### config.mk
export PLATFORM = sky130hd
export DESIGN_NAME = fw_bus_guard
export DESIGN_NICKNAME = d
export VERILOG_FILES = /design/src/rtl/fw_guard_pkg.sv /design/src/rtl/fw_rule_check.sv /design/src/rtl/fw_protect_level.sv /design/src/rtl/fw_txn_ctrl.sv /design/src/rtl/fw_bus_guard.sv
export SDC_FILE = /design/constraint.sdc
export NUM_CORES = 1
export LEC_CHECK = 0
export BUFFER_PORTS_ARGS = -buffer_cell sky130_fd_sc_hd__buf_2
export CAP_MARGIN = 20
export CORE_UTILIZATION = 43
export DETAILED_ROUTE_END_ITERATION = 16
export PLACE_DENSITY = 0.78
export RECOVER_POWER = 25
export SLEW_MARGIN = 30
export SYNTH_ARGS = -nofsm -noshare
export SYNTH_HDL_FRONTEND = slang
export SYNTH_HIERARCHICAL = 1
export SYNTH_SLANG_ARGS = --single-unit
### constraint.sdc
create_clock -name clk -period 3.31 [get_ports clk]
set_clock_uncertainty 0.2 [all_clocks]
set_input_delay 0.1655 -clock clk [delete_from_list [all_inputs] [get_ports clk]]
set_output_delay 0.1655 -clock clk [all_outputs]
set_load 0.05 [all_outputs]
### src/rtl/fw_guard_pkg.sv
package fw_guard_pkg;
  typedef enum logic [1:0] {LVL_OPEN, LVL_RDONLY, LVL_LOCKED} lvl_e;
  typedef enum logic [2:0] {
    ST_IDLE, ST_WFWD, ST_WBWAIT, ST_BRESP, ST_RFWD, ST_RWAIT, ST_RRESP
  } st_e;
  localparam logic [1:0] RESP_OKAY   = 2'b00;
  localparam logic [1:0] RESP_SLVERR = 2'b10;
endpackage

### src/rtl/fw_rule_check.sv
module fw_rule_check
  import fw_guard_pkg::*;
#(
  parameter int ID_W = 4
) (
  input  logic [1:0]      cfg_access,
  input  logic [1:0]      cfg_width,
  input  logic [ID_W-1:0] cfg_allowed_id,
  input  logic [ID_W-1:0] id_q,
  input  lvl_e            level,
  input  logic            is_write,
  input  logic [1:0]      xfer_size,
  output logic            permit
);
  logic dir_ok, size_ok, id_ok, lvl_ok;

  always_comb begin
    dir_ok  = is_write ? cfg_access[1] : cfg_access[0];
    size_ok = (xfer_size <= cfg_width);
    id_ok   = (id_q == cfg_allowed_id);
    lvl_ok  = (level == LVL_OPEN) || ((level == LVL_RDONLY) && !is_write);
    permit  = dir_ok && size_ok && id_ok && lvl_ok;
  end
endmodule

### src/rtl/fw_protect_level.sv
module fw_protect_level
  import fw_guard_pkg::*;
#(
  parameter int CNT_W = 16
) (
  input  logic             clk,
  input  logic             rst_n,
  input  logic             viol,
  input  logic             errmode,
  input  logic [CNT_W-1:0] quiet,
  output lvl_e             level,
  output logic             attack
);
  lvl_e             level_q, level_d;
  logic [CNT_W-1:0] cnt_q, cnt_d;
  logic [CNT_W:0]   cnt_inc;
  logic             cnt_en;

  always_comb begin
    level_d = level_q;
    cnt_d   = cnt_q;
    cnt_inc = {1'b0, cnt_q} + {{CNT_W{1'b0}}, 1'b1};
    cnt_en  = viol || (level_q != LVL_OPEN);
    if (viol) begin
      level_d = errmode ? LVL_LOCKED : LVL_RDONLY;
      cnt_d   = '0;
    end else if (level_q != LVL_OPEN) begin
      if (cnt_inc >= {1'b0, quiet}) begin
        level_d = LVL_OPEN;
        cnt_d   = '0;
      end else begin
        cnt_d = cnt_inc[CNT_W-1:0];
      end
    end
  end

  always_ff @(posedge clk or negedge rst_n) begin
    if (!rst_n) begin
      level_q <= LVL_OPEN;
      cnt_q   <= '0;
      attack  <= 1'b0;
    end else begin
      attack <= viol;
      if (cnt_en) begin
        level_q <= level_d;
        cnt_q   <= cnt_d;
      end
    end
  end

  assign level = level_q;

  assert_lock_on_viol_R10: assert property (@(posedge clk) disable iff (!rst_n)
    viol && errmode |=> level_q == LVL_LOCKED);
  assert_rdonly_on_viol_R11: assert property (@(posedge clk) disable iff (!rst_n)
    viol && !errmode |=> level_q == LVL_RDONLY);
  assert_open_stays_R12: assert property (@(posedge clk) disable iff (!rst_n)
    level_q == LVL_OPEN && !viol |=> level_q == LVL_OPEN);
endmodule

### src/rtl/fw_txn_ctrl.sv
module fw_txn_ctrl
  import fw_guard_pkg::*;
#(
  parameter int              ADDR_W  = 16,
  parameter int              DATA_W  = 32,
  parameter int              ID_W    = 4,
  parameter logic [ADDR_W-1:0] ID_ADDR = '1
) (
  input  logic              clk,
  input  logic              rst_n,
  input  logic              permit,
  input  logic              errmode,
  input  logic [DATA_W-1:0] subst,
  output logic              is_write,
  output logic              viol,
  output logic [ID_W-1:0]   id_q,
  input  logic              s_awvalid,
  output logic              s_awready,
  input  logic [ADDR_W-1:0] s_awaddr,
  input  logic              s_wvalid,
  output logic              s_wready,
  input  logic [DATA_W-1:0] s_wdata,
  input  logic [DATA_W/8-1:0] s_wstrb,
  output logic              s_bvalid,
  input  logic              s_bready,
  output logic [1:0]        s_bresp,
  input  logic              s_arvalid,
  output logic              s_arready,
  input  logic [ADDR_W-1:0] s_araddr,
  output logic              s_rvalid,
  input  logic              s_rready,
  output logic [DATA_W-1:0] s_rdata,
  output logic [1:0]        s_rresp,
  output logic              m_awvalid,
  input  logic              m_awready,
  output logic [ADDR_W-1:0] m_awaddr,
  output logic              m_wvalid,
  input  logic              m_wready,
  output logic [DATA_W-1:0] m_wdata,
  output logic [DATA_W/8-1:0] m_wstrb,
  input  logic              m_bvalid,
  output logic              m_bready,
  input  logic [1:0]        m_bresp,
  output logic              m_arvalid,
  input  logic              m_arready,
  output logic [ADDR_W-1:0] m_araddr,
  input  logic              m_rvalid,
  output logic              m_rready,
  input  logic [DATA_W-1:0] m_rdata,
  input  logic [1:0]        m_rresp
);
  localparam int STRB_W = DATA_W / 8;

  st_e               st_q, st_d;
  logic [ADDR_W-1:0] addr_q, addr_d;
  logic [DATA_W-1:0] wdata_q, wdata_d, rdata_q, rdata_d;
  logic [STRB_W-1:0] wstrb_q, wstrb_d;
  logic [1:0]        resp_q, resp_d;
  logic              aw_done_q, aw_done_d, w_done_q, w_done_d;
  logic [ID_W-1:0]   id_d;
  logic              wr_req, rd_req, idle, acc_wr, acc_rd, id_hit;

  always_comb begin
    wr_req   = s_awvalid && s_wvalid;
    rd_req   = s_arvalid && !wr_req;
    idle     = (st_q == ST_IDLE);
    acc_wr   = idle && wr_req;
    acc_rd   = idle && rd_req;
    id_hit   = (s_awaddr == ID_ADDR);
    is_write = wr_req;
    viol     = (acc_wr && !id_hit && !permit) || (acc_rd && !permit);
  end

  always_comb begin
    st_d      = st_q;
    addr_d    = addr_q;
    wdata_d   = wdata_q;
    wstrb_d   = wstrb_q;
    rdata_d   = rdata_q;
    resp_d    = resp_q;
    aw_done_d = aw_done_q;
    w_done_d  = w_done_q;
    id_d      = id_q;
    unique case (st_q)
      ST_IDLE: begin
        if (acc_wr) begin
          addr_d  = s_awaddr;
          wdata_d = s_wdata;
          wstrb_d = s_wstrb;
          resp_d  = RESP_OKAY;
          if (id_hit) begin
            id_d = s_wdata[ID_W-1:0];
            st_d = ST_BRESP;
          end else if (permit) begin
            aw_done_d = 1'b0;
            w_done_d  = 1'b0;
            st_d      = ST_WFWD;
          end else begin
            st_d = ST_BRESP;
          end
        end else if (acc_rd) begin
          addr_d = s_araddr;
          if (permit) begin
            st_d = ST_RFWD;
          end else begin
            resp_d  = RESP_SLVERR;
            rdata_d = errmode ? subst : '0;
            st_d    = ST_RRESP;
          end
        end
      end
      ST_WFWD: begin
        aw_done_d = aw_done_q || m_awready;
        w_done_d  = w_done_q || m_wready;
        if (aw_done_d && w_done_d) st_d = ST_WBWAIT;
      end
      ST_WBWAIT: begin
        if (m_bvalid) begin
          resp_d = m_bresp;
          st_d   = ST_BRESP;
        end
      end
      ST_BRESP: if (s_bready) st_d = ST_IDLE;
      ST_RFWD:  if (m_arready) st_d = ST_RWAIT;
      ST_RWAIT: begin
        if (m_rvalid) begin
          rdata_d = m_rdata;
          resp_d  = m_rresp;
          st_d    = ST_RRESP;
        end
      end
      ST_RRESP: if (s_rready) st_d = ST_IDLE;
      default:  st_d = ST_IDLE;
    endcase
  end

  always_ff @(posedge clk or negedge rst_n) begin
    if (!rst_n) begin
      st_q      <= ST_IDLE;
      addr_q    <= '0;
      wdata_q   <= '0;
      wstrb_q   <= '0;
      rdata_q   <= '0;
      resp_q    <= RESP_OKAY;
      aw_done_q <= 1'b0;
      w_done_q  <= 1'b0;
      id_q      <= '0;
    end else begin
      st_q      <= st_d;
      addr_q    <= addr_d;
      wdata_q   <= wdata_d;
      wstrb_q   <= wstrb_d;
      rdata_q   <= rdata_d;
      resp_q    <= resp_d;
      aw_done_q <= aw_done_d;
      w_done_q  <= w_done_d;
      id_q      <= id_d;
    end
  end

  always_comb begin
    s_awready = acc_wr;
    s_wready  = acc_wr;
    s_arready = acc_rd;
    s_bvalid  = (st_q == ST_BRESP);
    s_bresp   = resp_q;
    s_rvalid  = (st_q == ST_RRESP);
    s_rresp   = resp_q;
    s_rdata   = rdata_q;
    m_awvalid = (st_q == ST_WFWD) && !aw_done_q;
    m_wvalid  = (st_q == ST_WFWD) && !w_done_q;
    m_awaddr  = addr_q;
    m_wdata   = wdata_q;
    m_wstrb   = wstrb_q;
    m_bready  = (st_q == ST_WBWAIT);
    m_arvalid = (st_q == ST_RFWD);
    m_araddr  = addr_q;
    m_rready  = (st_q == ST_RWAIT);
  end

  assert_blocked_write_silent_R7: assert property (@(posedge clk) disable iff (!rst_n)
    acc_wr && !id_hit && !permit |=> s_bvalid && !m_awvalid && s_bresp == RESP_OKAY);
  assert_blocked_read_err_R8: assert property (@(posedge clk) disable iff (!rst_n)
    acc_rd && !permit |=> s_rvalid && !m_arvalid && s_rresp == RESP_SLVERR);
  assert_id_load_R4: assert property (@(posedge clk) disable iff (!rst_n)
    acc_wr && id_hit |=> id_q == $past(s_wdata[ID_W-1:0]) && s_bvalid && !m_awvalid);
  assert_bvalid_hold_R6: assert property (@(posedge clk) disable iff (!rst_n)
    s_bvalid && !s_bready |=> s_bvalid && $stable(s_bresp));
  assert_rvalid_hold_R6: assert property (@(posedge clk) disable iff (!rst_n)
    s_rvalid && !s_rready |=> s_rvalid && $stable(s_rdata));
endmodule

### src/rtl/fw_bus_guard.sv
module fw_bus_guard
  import fw_guard_pkg::*;
#(
  parameter int                ADDR_W  = 16,
  parameter int                DATA_W  = 32,
  parameter int                ID_W    = 4,
  parameter int                CNT_W   = 16,
  parameter logic [ADDR_W-1:0] ID_ADDR = 16'hFFFC
) (
  input  logic                clk,
  input  logic                rst_n,
  input  logic [1:0]          cfg_access,
  input  logic [1:0]          cfg_width,
  input  logic                cfg_errmode,
  input  logic [ID_W-1:0]     cfg_allowed_id,
  input  logic [CNT_W-1:0]    cfg_quiet,
  input  logic [DATA_W-1:0]   cfg_subst,
  input  logic                s_awvalid,
  output logic                s_awready,
  input  logic [ADDR_W-1:0]   s_awaddr,
  input  logic [1:0]          s_awsize,
  input  logic                s_wvalid,
  output logic                s_wready,
  input  logic [DATA_W-1:0]   s_wdata,
  input  logic [DATA_W/8-1:0] s_wstrb,
  output logic                s_bvalid,
  input  logic                s_bready,
  output logic [1:0]          s_bresp,
  input  logic                s_arvalid,
  output logic                s_arready,
  input  logic [ADDR_W-1:0]   s_araddr,
  input  logic [1:0]          s_arsize,
  output logic                s_rvalid,
  input  logic                s_rready,
  output logic [DATA_W-1:0]   s_rdata,
  output logic [1:0]          s_rresp,
  output logic                m_awvalid,
  input  logic                m_awready,
  output logic [ADDR_W-1:0]   m_awaddr,
  output logic                m_wvalid,
  input  logic                m_wready,
  output logic [DATA_W-1:0]   m_wdata,
  output logic [DATA_W/8-1:0] m_wstrb,
  input  logic                m_bvalid,
  output logic                m_bready,
  input  logic [1:0]          m_bresp,
  output logic                m_arvalid,
  input  logic                m_arready,
  output logic [ADDR_W-1:0]   m_araddr,
  input  logic                m_rvalid,
  output logic                m_rready,
  input  logic [DATA_W-1:0]   m_rdata,
  input  logic [1:0]          m_rresp,
  output logic                attack
);
  logic [1:0]      rst_pipe;
  logic            rst_ni;
  logic            permit, is_write, viol;
  logic [ID_W-1:0] id_q;
  logic [1:0]      xfer_size;
  lvl_e            level;

  // asynchronous assert, synchronous release
  always_ff @(posedge clk or negedge rst_n) begin
    if (!rst_n) rst_pipe <= '0;
    else        rst_pipe <= {rst_pipe[0], 1'b1};
  end
  assign rst_ni    = rst_pipe[1];
  assign xfer_size = is_write ? s_awsize : s_arsize;

  fw_rule_check #(.ID_W(ID_W)) u_rule (
    .cfg_access(cfg_access), .cfg_width(cfg_width), .cfg_allowed_id(cfg_allowed_id),
    .id_q(id_q), .level(level), .is_write(is_write), .xfer_size(xfer_size),
    .permit(permit)
  );

  fw_protect_level #(.CNT_W(CNT_W)) u_level (
    .clk(clk), .rst_n(rst_ni), .viol(viol), .errmode(cfg_errmode),
    .quiet(cfg_quiet), .level(level), .attack(attack)
  );

  fw_txn_ctrl #(.ADDR_W(ADDR_W), .DATA_W(DATA_W), .ID_W(ID_W), .ID_ADDR(ID_ADDR)) u_txn (
    .clk(clk), .rst_n(rst_ni), .permit(permit), .errmode(cfg_errmode), .subst(cfg_subst),
    .is_write(is_write), .viol(viol), .id_q(id_q),
    .s_awvalid(s_awvalid), .s_awready(s_awready), .s_awaddr(s_awaddr),
    .s_wvalid(s_wvalid), .s_wready(s_wready), .s_wdata(s_wdata), .s_wstrb(s_wstrb),
    .s_bvalid(s_bvalid), .s_bready(s_bready), .s_bresp(s_bresp),
    .s_arvalid(s_arvalid), .s_arready(s_arready), .s_araddr(s_araddr),
    .s_rvalid(s_rvalid), .s_rready(s_rready), .s_rdata(s_rdata), .s_rresp(s_rresp),
    .m_awvalid(m_awvalid), .m_awready(m_awready), .m_awaddr(m_awaddr),
    .m_wvalid(m_wvalid), .m_wready(m_wready), .m_wdata(m_wdata), .m_wstrb(m_wstrb),
    .m_bvalid(m_bvalid), .m_bready(m_bready), .m_bresp(m_bresp),
    .m_arvalid(m_arvalid), .m_arready(m_arready), .m_araddr(m_araddr),
    .m_rvalid(m_rvalid), .m_rready(m_rready), .m_rdata(m_rdata), .m_rresp(m_rresp)
  );

  assert_attack_pulse_R9: assert property (@(posedge clk) disable iff (!rst_ni)
    attack |=> !attack);
  assert_attack_after_viol_R9: assert property (@(posedge clk) disable iff (!rst_ni)
    viol |=> attack);
endmodule

==> reports/results.ini <==
[hold_path]
hold_path.startpoint = cfg_subst[26]
whs_path_depth = 4
hold_end = u_txn/s_rdata[26]
hold_class = primary input to register

[setup_path]
r2r_cells = 12
r2r-start = u_level/cnt_q[0]
slowest_stage = or4_1
path_delay_family = simple AND/OR/NAND/NOR gates
crit_required_ps = 3450
critical_path_class = register to register
worst-path-max-fanout = 3
cp-start-kind = register
path_cells = ha_2 > and3_4 > and4_4 > nand2_2 > xnor2_2 > ha_1 > a2111oi_4 > o21ai_1 > a32o_2 > a21o_1 > or4_1 > nand3_1
cp-end-kind = register
crit_buf_inv = 0
critPathLaunch = u_level/cnt_q[0]
slowest_delay_ps = 420
r2r_slack_ps = 7
crit_arrival_ps = 3440
r2r-end = u_level/cnt_q[5]

[finish]
final_core_util_pct = 71.66
layout_common_cells = buf_2, dlygate4sd3_1, dfrtp_1
fin_cells = 1273
area_growth_pct = 61.72
layout_commonest_cell = buf_2
drive_gt1_share_pct = 38.84
nets = 1272
fin_area_um2 = 9986

[timing]
fin_ws_ps = 6.688
relSlewSlack_pct = -36.91
rsz0062_at_grt = true
fmax_mhz = 302.7
slew_viol_final = 49
setup_viol = 0
tns_ps = 0
whs_ps = 21.38
min_period_ps = 3303
hold_viol_final = 0
period_share_pct = 99.80
worst_slew_pin_slew_ps = 2054

[clock_network]
path_clk_slew_ps = 60
cts_made_buffers = 17
h-tree-depth = 4
root_buffer = clkbuf_16
ctsLongestPathBuffers = 2
tritoncts = built
clkLatencyLatePin_ps = 410
cts_sinks = 116

[global_routing]
grt_use_total_pct = 29.09
grt_pass1_vias = 6618
antenna_found_initial = 5
grt_overflow = 0
grt_max_degree = 67
grt_pass1_wl_mm = 32.64

[route]
vias = 6597
drc = 0
drtPass1Iterations = 5
wirelength_mm = 22.13
wl_per_cell_um = 17.38
antenna_left = 0
drt-initial-drc-count = 412
drt-vias-per-instance = 5.182

[die]
die_w_um = 121.8
top_level_ports = 292
die_h_um = 121.8
core.rowCount = 43
core_um2 = 13930
die_area_um2 = 14840
initial_core_util_pct = 44.31

[synth]
synth_edf_count = 0
synth.largest_area_cell = dfrtp_1
synth_top_area_share_pct = 47.01
synthesis.nets = 830
synth.area.top_cells = dfrtp_1, mux2_2, nand2_1, ha_1, and3_1
netlist_instances = 634
synth_seq_cells = 116
synth.avg_cell_area_um2 = 9.739
syn-cell-area_um2 = 6175
ys_seq_area_share_pct = 47.01
synth_ff_type = dfrtp_1
async_flop_share_pct = 100.0
ys_types = 58
yosys_warnings = 6

[place]
placed_area_um2 = 7918
place_congestion = 0.9344
portBuffers = 291
dpl.hpwl_mm = 13.71
dp.cells = 1093
place_ws_ps = -91.64

[pwr]
p_leak_nw = 5.010
share_seq_of_total_power_pct = 25.4
power_frac_comb_pct = 55.2
clkPwrFrac_pct = 19.4
p_int_mw = 4.662
p_switching_mw = 4.728
power_density_nw_per_um2 = 940.4
swShare_pct = 50.35
total_power_mw = 9.390
ir_worst_vdd_uv = 673.1

[run_status]
violations = capacitance limit, slew limit
status = finished, violations left

[run]
max_cap_violations = 1

==> worst max path at each step <==
stage / end / slack [ps] / cells past startpoint
after floorplan: u_level/cnt_q[5] / 2 / 11
after global placement: u_level/cnt_q[0] / 9 / 11
after detailed placement: u_level/cnt_q[0] / -90 / 11
after CTS: u_level/cnt_q[5] / 5 / 11
after global routing: u_level/cnt_q[3] / -90 / 12
final: u_level/cnt_q[5] / 7 / 12
==> Yosys cell counts (15+ instances only) <==
library cell,n
dfrtp_1,116
nand2_1,89
mux2_2,44
o21ai_0,42
a21oi_1,39
and3_1,34
nor2_1,33
inv_1,25
buf_4,23
clkbuf_1,22
ha_1,19
a31oi_1,17
nand3_1,15
==> worst register-to-register path, stage by stage (launching register included) <==
cell	delay, ps
dfrtp_1	390
ha_2	210
and3_4	200
and4_4	230
nand2_2	70
xnor2_2	140
ha_1	370
a2111oi_4	290
o21ai_1	120
a32o_2	270
a21o_1	210
or4_1	420
nand3_1	110
==> cell families (layout without fill, tap and decap cells) <==
family | Yosys count | after routing | share of synthesized area (%)
simple gates | 217 | 217 | 17.59
compound gates | 139 | 139 | 14.22
flops | 116 | 116 | 47.01
buf+inv | 79 | 534 | 6.444
mux | 45 | 45 | 8.267
fa+ha+maj | 19 | 19 | 3.850
xor+xnor | 18 | 18 | 2.553
other cells | 1 | 5 | 0.06073
==> final cells by class <==
type | count | area [um^2]
multi-input combinational | 439 | 2982
antenna | 4 | 10.01
tap | 180 | 225.2
clock buffer | 17 | 425.4
timing repair buffer | 475 | 3179
inverter | 27 | 101.3
fill | 958 | 3949
sequential | 116 | 2903
clock inverter | 15 | 160.2
==> state kept, by name, indices dropped and copies added, names as in the netlist <==
register and count:
u_level/level 2, u_txn/m_araddr 16, u_txn/m_wdata 32, u_level/attack 1
u_txn/st_q 3, u_txn/id_q 4, rst_pipe 2, u_txn/s_rdata 32
u_txn/aw_done_q 1, u_level/cnt_q 16, u_txn/s_bresp 2, u_txn/m_wstrb 4
u_txn/w_done_q 1
==> power by group through the flow <==
stage	combinational, mW	clock [mW]	sequential, mW
3_5_place_dp	4.74	0	2.37
5_1_grt	5.45	1.92	2.45
4_1_cts	5.11	1.85	2.35
3_3_place_gp	4.68	0	2.33
6_report	5.19	1.82	2.38
2_1_floorplan	1.88	0	4.10
==> what timing repair did <==
action                                  CTS  global route
hold endpoints to repair                 94             0
hold buffers                            135             0
setup buffers                             2             7
resized for setup                         4            20
endpoints found under the setup margin   10            15
pin swaps                                 2            23
==> metal layers <==
| metal | wire length, um | up-vias | part of all wire, % | global-route usage (%) |
|---|---|---|---|---|
| met5 | 13 | - | 0.059 | 0 |
| met2 | 11150 | 307 | 50 | 50.81 |
| met1 | 8279 | 3112 | 37 | 31.96 |
| met3 | 1840 | 62 | 8.3 | 8.567 |
| met4 | 843 | 2 | 3.8 | 14.58 |
| li1 | - | 3114 | - | - |
Power figures use the tool's default switching activity.
